==> config.mk <==
export PLATFORM = sky130hd
export DESIGN_NAME = pwm_deadtime_gen
export DESIGN_NICKNAME = d
export VERILOG_FILES = /design/src/rtl/pwmdt_pkg.sv /design/src/rtl/pwmdt_prescaler.sv /design/src/rtl/pwmdt_carrier.sv /design/src/rtl/pwmdt_shaper.sv /design/src/rtl/pwm_deadtime_gen.sv
export SDC_FILE = /design/constraint.sdc
export NUM_CORES = 1
export LEC_CHECK = 0
export ABC_AREA = 1
export BUFFER_PORTS_ARGS = -buffer_cell sky130_fd_sc_hd__buf_2
export CAP_MARGIN = 20
export CORE_UTILIZATION = 40
export DETAILED_ROUTE_END_ITERATION = 8
export SYNTH_ARGS = -nofsm -noshare
export SYNTH_HDL_FRONTEND = slang
export SYNTH_SLANG_ARGS = --single-unit
==> constraint.sdc <==
create_clock -name clk -period 2.9 [get_ports clk]
set_input_delay 0.435 -clock clk [delete_from_list [all_inputs] [get_ports clk]]
set_output_delay 0.435 -clock clk [all_outputs]
set_load 0.1 [all_outputs]
==> src/rtl/pwmdt_pkg.sv <==
package pwmdt_pkg;

    localparam int SEL_W_DEF  = 3;
    localparam int DLY_W_DEF  = 6;
    localparam int DEL_W_DEF  = 7;
    localparam int STEP_W_DEF = 9;

    typedef enum logic {
        PH_DEAD  = 1'b0,
        PH_DRIVE = 1'b1
    } phase_e;

    typedef struct packed {
        logic top;
        logic bot;
    } drive_t;

    // complement-coded count: full range minus code, code zero selects the maximum
    function automatic int code_to_ticks(input int width, input int code);
        return (1 << width) - code;
    endfunction

endpackage

==> src/rtl/pwmdt_prescaler.sv <==
module pwmdt_prescaler #(
    parameter int SEL_W = pwmdt_pkg::SEL_W_DEF
) (
    input  logic             clk,
    input  logic             rst_n,
    input  logic [SEL_W-1:0] sel,
    output logic             tick
);
    localparam int DIV_W = (1 << SEL_W) - 1;

    logic [DIV_W-1:0] cnt_q;
    logic [DIV_W-1:0] lim;

    always_comb lim = DIV_W'((32'd1 << sel) - 32'd1);

    // >= keeps the count bounded if the select shrinks mid-count
    assign tick = (cnt_q >= lim);

    always_ff @(posedge clk) begin
        if (!rst_n)     cnt_q <= '0;
        else if (tick)  cnt_q <= '0;
        else            cnt_q <= cnt_q + DIV_W'(1);
    end
endmodule

==> src/rtl/pwmdt_carrier.sv <==
module pwmdt_carrier #(
    parameter int STEP_W = pwmdt_pkg::STEP_W_DEF
) (
    input  logic                     clk,
    input  logic                     rst_n,
    input  logic                     tick,
    input  logic                     hold_mid,
    input  logic signed [STEP_W-1:0] sample,
    output logic                     ideal
);
    localparam logic [STEP_W-1:0] MID  = STEP_W'(1) << (STEP_W - 1);
    localparam logic [STEP_W-1:0] LAST = '1;

    logic [STEP_W-1:0] cnt_q;
    logic [STEP_W-1:0] thr_q;

    always_ff @(posedge clk) begin
        if (!rst_n) begin
            cnt_q <= '0;
            thr_q <= MID;
        end else begin
            if (tick) cnt_q <= cnt_q + STEP_W'(1);
            if (hold_mid)
                thr_q <= MID;
            else if (tick && cnt_q == LAST)
                // offset-binary: adding half range flips the sign bit
                thr_q <= {~sample[STEP_W-1], sample[STEP_W-2:0]};
        end
    end

    assign ideal = (cnt_q < thr_q);
endmodule

==> src/rtl/pwmdt_shaper.sv <==
module pwmdt_shaper
    import pwmdt_pkg::*;
#(
    parameter int DLY_W = DLY_W_DEF,
    parameter int DEL_W = DEL_W_DEF
) (
    input  logic             clk,
    input  logic             rst_n,
    input  logic             tick,
    input  logic             ideal,
    input  logic [DLY_W-1:0] dly_code,
    input  logic [DEL_W-1:0] del_code,
    output drive_t           drv
);
    localparam logic [DLY_W:0] DLY_ONE = 1;
    localparam logic [DEL_W:0] DEL_ONE = 1;

    logic [DLY_W:0] dly_ticks;
    logic [DEL_W:0] del_ticks;
    logic           filt_q;
    logic [DEL_W:0] run_q;
    logic [DLY_W:0] dead_q;
    phase_e         ph_q;

    always_comb begin
        dly_ticks = (DLY_W+1)'(code_to_ticks(DLY_W, int'(dly_code)));
        del_ticks = (DEL_W+1)'(code_to_ticks(DEL_W, int'(del_code)));
    end

    always_ff @(posedge clk) begin
        if (!rst_n) begin
            filt_q <= 1'b0;
            run_q  <= '0;
            dead_q <= '0;
            ph_q   <= PH_DEAD;
        end else begin
            if (ideal == filt_q) run_q <= '0;
            if (tick) begin
                // turn-on delay counts ticks since the last switch
                if (ph_q == PH_DEAD) begin
                    if (dead_q + DLY_ONE >= dly_ticks) ph_q <= PH_DRIVE;
                    else                               dead_q <= dead_q + DLY_ONE;
                end
                // filter: follow the ideal level only once it has held for the full width
                if (ideal != filt_q) begin
                    if (run_q + DEL_ONE >= del_ticks) begin
                        filt_q <= ideal;
                        run_q  <= '0;
                        dead_q <= '0;
                        ph_q   <= PH_DEAD;
                    end else begin
                        run_q <= run_q + DEL_ONE;
                    end
                end
            end
        end
    end

    always_comb begin
        drv.top = filt_q  && (ph_q == PH_DRIVE);
        drv.bot = !filt_q && (ph_q == PH_DRIVE);
    end
endmodule

==> src/rtl/pwm_deadtime_gen.sv <==
module pwm_deadtime_gen
    import pwmdt_pkg::*;
#(
    parameter int SEL_W  = SEL_W_DEF,
    parameter int DLY_W  = DLY_W_DEF,
    parameter int DEL_W  = DEL_W_DEF,
    parameter int STEP_W = STEP_W_DEF
) (
    input  logic                     clk,
    input  logic                     rst_n,
    input  logic                     trip_i,
    input  logic                     cnt_rst_i,
    input  logic [SEL_W-1:0]         carr_sel_i,
    input  logic [DLY_W-1:0]         dly_code_i,
    input  logic [DEL_W-1:0]         del_code_i,
    input  logic signed [STEP_W-1:0] mod_i,
    output logic                     top_o,
    output logic                     bot_o
);
    logic   tick;
    logic   ideal;
    logic   trip_q;
    drive_t shaped;
    drive_t out_q;

    pwmdt_prescaler #(.SEL_W(SEL_W)) u_pre (
        .clk   (clk),
        .rst_n (rst_n),
        .sel   (carr_sel_i),
        .tick  (tick)
    );

    pwmdt_carrier #(.STEP_W(STEP_W)) u_car (
        .clk      (clk),
        .rst_n    (rst_n),
        .tick     (tick),
        .hold_mid (cnt_rst_i),
        .sample   (mod_i),
        .ideal    (ideal)
    );

    pwmdt_shaper #(.DLY_W(DLY_W), .DEL_W(DEL_W)) u_shp (
        .clk      (clk),
        .rst_n    (rst_n),
        .tick     (tick),
        .ideal    (ideal),
        .dly_code (dly_code_i),
        .del_code (del_code_i),
        .drv      (shaped)
    );

    always_ff @(posedge clk) begin
        if (!rst_n)      trip_q <= 1'b0;
        else if (trip_i) trip_q <= 1'b1;
    end

    always_ff @(posedge clk) begin
        if (!rst_n || trip_i || trip_q) out_q <= '0;
        else                            out_q <= shaped;
    end

    assign top_o = out_q.top;
    assign bot_o = out_q.bot;
endmodule

==> impl_metrics.json, run 1 <==
{
  "final_util": 0.4756,
  "drt.antenna.violating_nets": 0,
  "dpl_cell_area_um2": 3417,
  "cap_violations": 0,
  "final_cell_area_um2": 3523,
  "synthTopCellsByArea": "dfxtp_1, ha_1, nand2_1, inv_1, nor2_1",
  "hold_viol": 0,
  "yosysSeqAreaShare": 0.2869,
  "clockBufferDepth": 2,
  "p_leak_nw": 1.802,
  "finalNetCount": 568,
  "clock_tree.root_cell": "clkbuf_8",
  "synth_top_area_frac": 0.2869,
  "slew_headroom": 0.6710,
  "setup_viol": 0,
  "coreArea_um2": 7408,
  "syn_area_um2": 3141,
  "dr_total_vias": 2806,
  "yosysTopAreaCell": "dfxtp_1",
  "drtIter0Drc": 62,
  "fmax_mhz": 391.5,
  "die-area_um2": 8209,
  "path_clk_slew_ps": 90,
  "worstPathRequired_ps": 3080,
  "clock_skew_ps": 13.05,
  "grt_max_degree": 21,
  "pwr_density_cell_nw_per_um2": 353.4,
  "dieWidth_um": 90.61,
  "rsz0062_at_grt": "no",
  "crit_path_end_kind": "flop",
  "pwr-share-clk": 0.338,
  "io_buffers": 30,
  "start_util": 0.4239,
  "wl_per_cell_um": 10.12,
  "die_y_um": 90.61,
  "swShare": 0.2604,
  "synth_cell_types": 30,
  "drt_drc_violations_left": 0,
  "setup_slack_ps": 345.5,
  "hold_class": "primary input to flop",
  "antenna_found_initial": 0,
  "post-route-period-util": 0.8809,
  "dpl_worst_slack_ps": 49.80,
  "ir_drop_mv": 0.2466,
  "diodes": 0,
  "p_sw_uw": 324.3,
  "cp_max_fo": 8,
  "drive_gt1_frac": 0.1116,
  "ys_seq_elements": 45,
  "grt_pass1_vias": 2656,
  "num-fill-cells": 767,
  "worst-setup-path-type": "flop to flop",
  "worst_pin_slew_ps": 496.9,
  "grt-ovfl-total": 0,
  "regArea_um2": 900.9,
  "cts_inserted_buffers": 5,
  "grtUsageTotal": 0.1605,
  "min_period_ps": 2554,
  "internal_power_uw": 920.9,
  "worstSetupStartpointType": "flop",
  "cts.sinks": 45,
  "cts_tree": "done",
  "synth_nets": 530,
  "arrival_ps": 2740,
  "fp-row-count": 31,
  "maxSlewViolCount": 0,
  "synth.avg_cell_area_um2": 6.783,
  "outcome": "complete, no violations",
  "place_hpwl_um": 4880,
  "cts-htree-levels": 2,
  "areaGrowthSynthToFinish_pct": 12.19,
  "syn_inst": 463,
  "io_pins": 31,
  "via_per_inst": 4.669,
  "finalSetupTns_ps": 0,
  "clk_latency_ps": 300,
  "seqPwrFrac": 0.516,
  "place.gp.congestion": 0.8003,
  "dr.pass1.iters": 4,
  "grt_first_pass_wirelength_um": 11040,
  "pwr-share-comb": 0.146,
  "ys_warn_count": 0,
  "multi_input_area_um2": 1898,
  "drt_wl_total_um": 6082
}
==> final timing paths <==
check	from	end	slack, ps	depth (start not counted)
worst max-delay path	u_shp.run_q[0]	u_shp.dead_q[2]	350	16
worst min-delay path	mod_i[8]	u_car.thr_q[8]	320	2
worst max register to register	u_shp.run_q[0]	u_shp.dead_q[2]	350	16
worst min register to register	trip_q	trip_q	460	2
==> state kept, by name, summed over array words and instances, names as in the netlist <==
signal	count
u_shp.filt_q	1
u_shp.run_q	8
u_car.thr_q	9
trip_q	1
u_car.cnt_q	9
u_shp.dead_q	7
bot_o	1
u_shp.ph_q	1
top_o	1
u_pre.cnt_q	7
==> critical path, cell delays in order (launching register included) <==
cell	delay (ps)
dfxtp_1	420
ha_1	210
nand3_1	130
nor2_1	110
nand2_1	70
xor2_1	200
inv_1	70
ha_1	280
nand2_1	60
nor2_1	170
nand4_1	140
nand3_2	190
nand2_1	100
inv_2	80
nand2_2	60
nand2_4	100
nor2_1	50
==> cell usage after synthesis (all sizes together) <==
library cell	n
ha	38
o21ai	19
xnor2	4
nor3b	1
a21o	1
nor2	64
dfxtp	45
nand3	29
nand3b	3
o211ai	1
inv	77
nand2	107
a21oi	26
or3	3
buf	7
or2	3
nand4	10
o21bai	1
nor3	7
xor2	17
==> stage by stage <==
stage / hold slack [ps] / cells / power (mW)
after global placement: 445.4 / 593 / 0.8338
after floorplan: 425.1 / 463 / 0.7816
after CTS: 312.3 / 601 / 1.264
final: 318.9 / 601 / 1.245
after global routing: 353.3 / 601 / 1.324
after detailed placement: 447.7 / 593 / 0.8389
==> final cells by class <==
| cell class | count | area share |
|---|---|---|
| clock inverters | 1 | 0.001420 |
| multi-input cells | 334 | 0.5387 |
| flip-flops and latches | 45 | 0.2557 |
| well taps | 99 | 0.03516 |
| clock buffers | 7 | 0.02734 |
| inverters | 77 | 0.08203 |
| repair buffers | 38 | 0.05966 |
==> cell usage in the layout (no fill, tap or decap), drive strengths merged <==
cell and n:
or2 3, clkbuf 7, a21o 1, o211ai 1, nor2 64, o21ai 19
buf 38, a21oi 26, o21bai 1, or3 3, nand4 10, xnor2 4
nor3b 1, nand3b 3, ha 38, nand3 29, dfxtp 45, nor3 7
nand2 107, xor2 17, inv 77, clkinv 1
==> power by group through the flow <==
stage	registers [mW]	logic (mW)	clock network (mW)
2_1_floorplan	0.653	0.128	0
4_1_cts	0.642	0.184	0.438
5_1_grt	0.645	0.215	0.464
6_report	0.642	0.182	0.421
3_3_place_gp	0.656	0.178	0
3_5_place_dp	0.657	0.182	0
==> routing by layer <==
layer,vias up,global-route usage,part of all wire
met1,1217,0.2049,0.50
met5,-,0,0
met4,0,0.03495,0.0084
met2,38,0.2797,0.46
met3,5,0.02862,0.029
li1,1546,-,-
==> repair_timing <==
| item | in CTS | in global routing |
|---|---|---|
| resized for setup | 0 | 1 |
| endpoints found under the setup margin | 0 | 8 |
| hold buffers | 0 | 0 |
| setup buffers | 0 | 0 |
==> kinds of logic (layout without fill, tap and decap cells) <==
group | Yosys count | count (layout) | share of synthesized area
AO/OA/AOI/OAI | 48 | 48 | 0.08008
XOR/XNOR | 21 | 21 | 0.05856
adder cells (fa/ha/maj) | 38 | 38 | 0.1514
buffers and inverters | 84 | 123 | 0.1104
flip-flops | 45 | 45 | 0.2869
AND/OR/NAND/NOR | 227 | 227 | 0.3128
(Power assumes the default switching activity.)
==> run 2, diff against run 1 <==
--- a/config.mk
+++ b/config.mk
@@ -8,6 +8,7 @@
 export ABC_AREA = 1
 export BUFFER_PORTS_ARGS = -buffer_cell sky130_fd_sc_hd__buf_2
 export CAP_MARGIN = 20
+export CORE_ASPECT_RATIO = 0.6
 export CORE_UTILIZATION = 40
 export DETAILED_ROUTE_END_ITERATION = 8
 export SYNTH_ARGS = -nofsm -noshare
==> constraint.sdc (replaced) <==
create_clock -name clk -period 2.9 [get_ports clk]
set_input_delay 0.145 -clock clk [delete_from_list [all_inputs] [get_ports clk]]
set_output_delay 0.145 -clock clk [all_outputs]
set_load 0.1 [all_outputs]
==> impl_metrics.json, run 2 (same netlist as run 1, synthesis figures left out) <==
{
  "outcome": "complete, no violations",
  "grt_first_pass_wirelength_um": 11340,
  "dp_cells": 594,
  "worst_path_max_delay_cell": "dfxtp_1",
  "start_util": 0.4234,
  "areaGrowthSynthToFinish_pct": 12.83,
  "drt_wl_total_um": 6471,
  "fin_cells": 602,
  "coreArea_um2": 7417,
  "grt-ovfl-total": 0,
  "die_y_um": 70.64,
  "hold_class": "primary input to flop",
  "worst-setup-path-type": "flop to flop",
  "rsz0062_at_grt": "no",
  "ir_drop_mv": 0.2103,
  "final_common_cell": "nand2_1",
  "worstPathRequired_ps": 3130,
  "critPathBufInv": 1,
  "clockBufferDepth": 2,
  "antenna_found_initial": 0,
  "power_mw": 1.419,
  "worst_pin_slew_ps": 486.0,
  "wl_per_cell_um": 10.75,
  "final_cell_area_um2": 3543,
  "dr_total_vias": 2767,
  "cts_hold_buffers": 0,
  "grtUsageTotal": 0.1744,
  "worstSetupStartpointType": "flop",
  "clock_tree.root_cell": "clkbuf_16",
  "dpl_cell_area_um2": 3393,
  "place.gp.congestion": 0.8153,
  "post-route-period-util": 0.8673,
  "crit_path_max_incr_delay_ps": 430,
  "drtIter0Drc": 131,
  "drive_gt1_frac": 0.1024,
  "dieWidth_um": 116.4,
  "min_period_ps": 2515,
  "cp_max_fo": 8,
  "io_buffers": 30,
  "final_util": 0.4777,
  "clk_latency_ps": 290,
  "finalNetCount": 564,
  "fp-row-count": 24,
  "dr.pass1.iters": 4,
  "grt_max_degree": 21,
  "cts_setup_buffers": 0,
  "place_hpwl_um": 5104,
  "cts-htree-levels": 2,
  "hold_viol": 0,
  "via_per_inst": 4.596,
  "cp_cell_sequence": "ha_1, nand3_1, nor2_1, xor2_1, inv_1, ha_1, nand2_1, nor2_1, nor2_2, nand3_2, nand2_1, nand2_1, nor2_1",
  "grt_pass1_vias": 2552,
  "layout_common_cells": "nand2_1, inv_1, nor2_1",
  "maxSlewViolCount": 0,
  "hold_depth": 2,
  "cts_inserted_buffers": 5,
  "setup_viol": 0,
  "die-area_um2": 8221,
  "finalSetupTns_ps": 0,
  "io_pins": 31,
  "diodes": 0,
  "worstRegToRegCells": 13,
  "cap_violations": 0,
  "clock_skew_ps": 5.164,
  "path_clk_slew_ps": 70,
  "fmax_mhz": 397.6,
  "drt.antenna.violating_nets": 0,
  "arrival_ps": 2750,
  "crit_path_end_kind": "flop",
  "worst-path-stages": 13,
  "p_leak_nw": 1.793,
  "reg.largest.list": "u_car.cnt_q x9, u_car.thr_q x9, u_shp.run_q x8",
  "slew_headroom": 0.6782,
  "cts.sinks": 45,
  "pwr_density_cell_nw_per_um2": 400.5,
  "cp_top_family": "simple AND/OR/NAND/NOR gates",
  "cts_resized": 0,
  "drt_drc_violations_left": 0,
  "cts_tree": "done"
}
run 2: worst register-to-register path, delay by kind of cell (launching register included):
kind	cells	cell delay [ps]
flops	1	430
xor+xnor	1	210
fa+ha+maj	2	520
buf+inv	1	70
simple gates	9	1210
run 2: routing by layer:
metal  routed length [um]  global-route usage
met5                    0                   0
met2                 2530              0.2525
met1                 3630              0.2520
met4                   97             0.06553
met3                  212             0.03599
run 2: area by class of cell:
type | count | area (um2)
multi-input cells | 334 | 1893
inverters | 77 | 289.0
clock buffers | 5 | 125.1
fillers | 761 | 3874
well taps | 104 | 130.1
flip-flops and latches | 45 | 900.9
clock inverters | 3 | 25.02
repair buffers | 34 | 180.2
run 2: report_power, final:
part,total [mW],switching (mW),internal [mW]
sequential,0.642,0.0119,0.630
clock,0.594,0.268,0.326
combinational,0.183,0.109,0.0738
total,1.42,0.389,1.03
run 2: worst paths after layout:
| kind | slack, ps | from | to |
|---|---|---|---|
| hold / removal | 50 | mod_i[8] | u_car.thr_q[8] |
| setup reg to reg | 380 | u_shp.dead_q[0] | u_shp.dead_q[6] |
| setup / recovery | 380 | u_shp.dead_q[0] | u_shp.dead_q[6] |
| hold reg to reg | 470 | trip_q | trip_q |
run 2: through the flow:
stage               worst slack (ps)  hold slack [ps]
floorplan                      717.8            257.0
global placement               368.8            347.4
detailed placement             245.0            364.8
CTS                            399.5            48.90
global route                   134.5            56.58
finish                         384.8            50.54
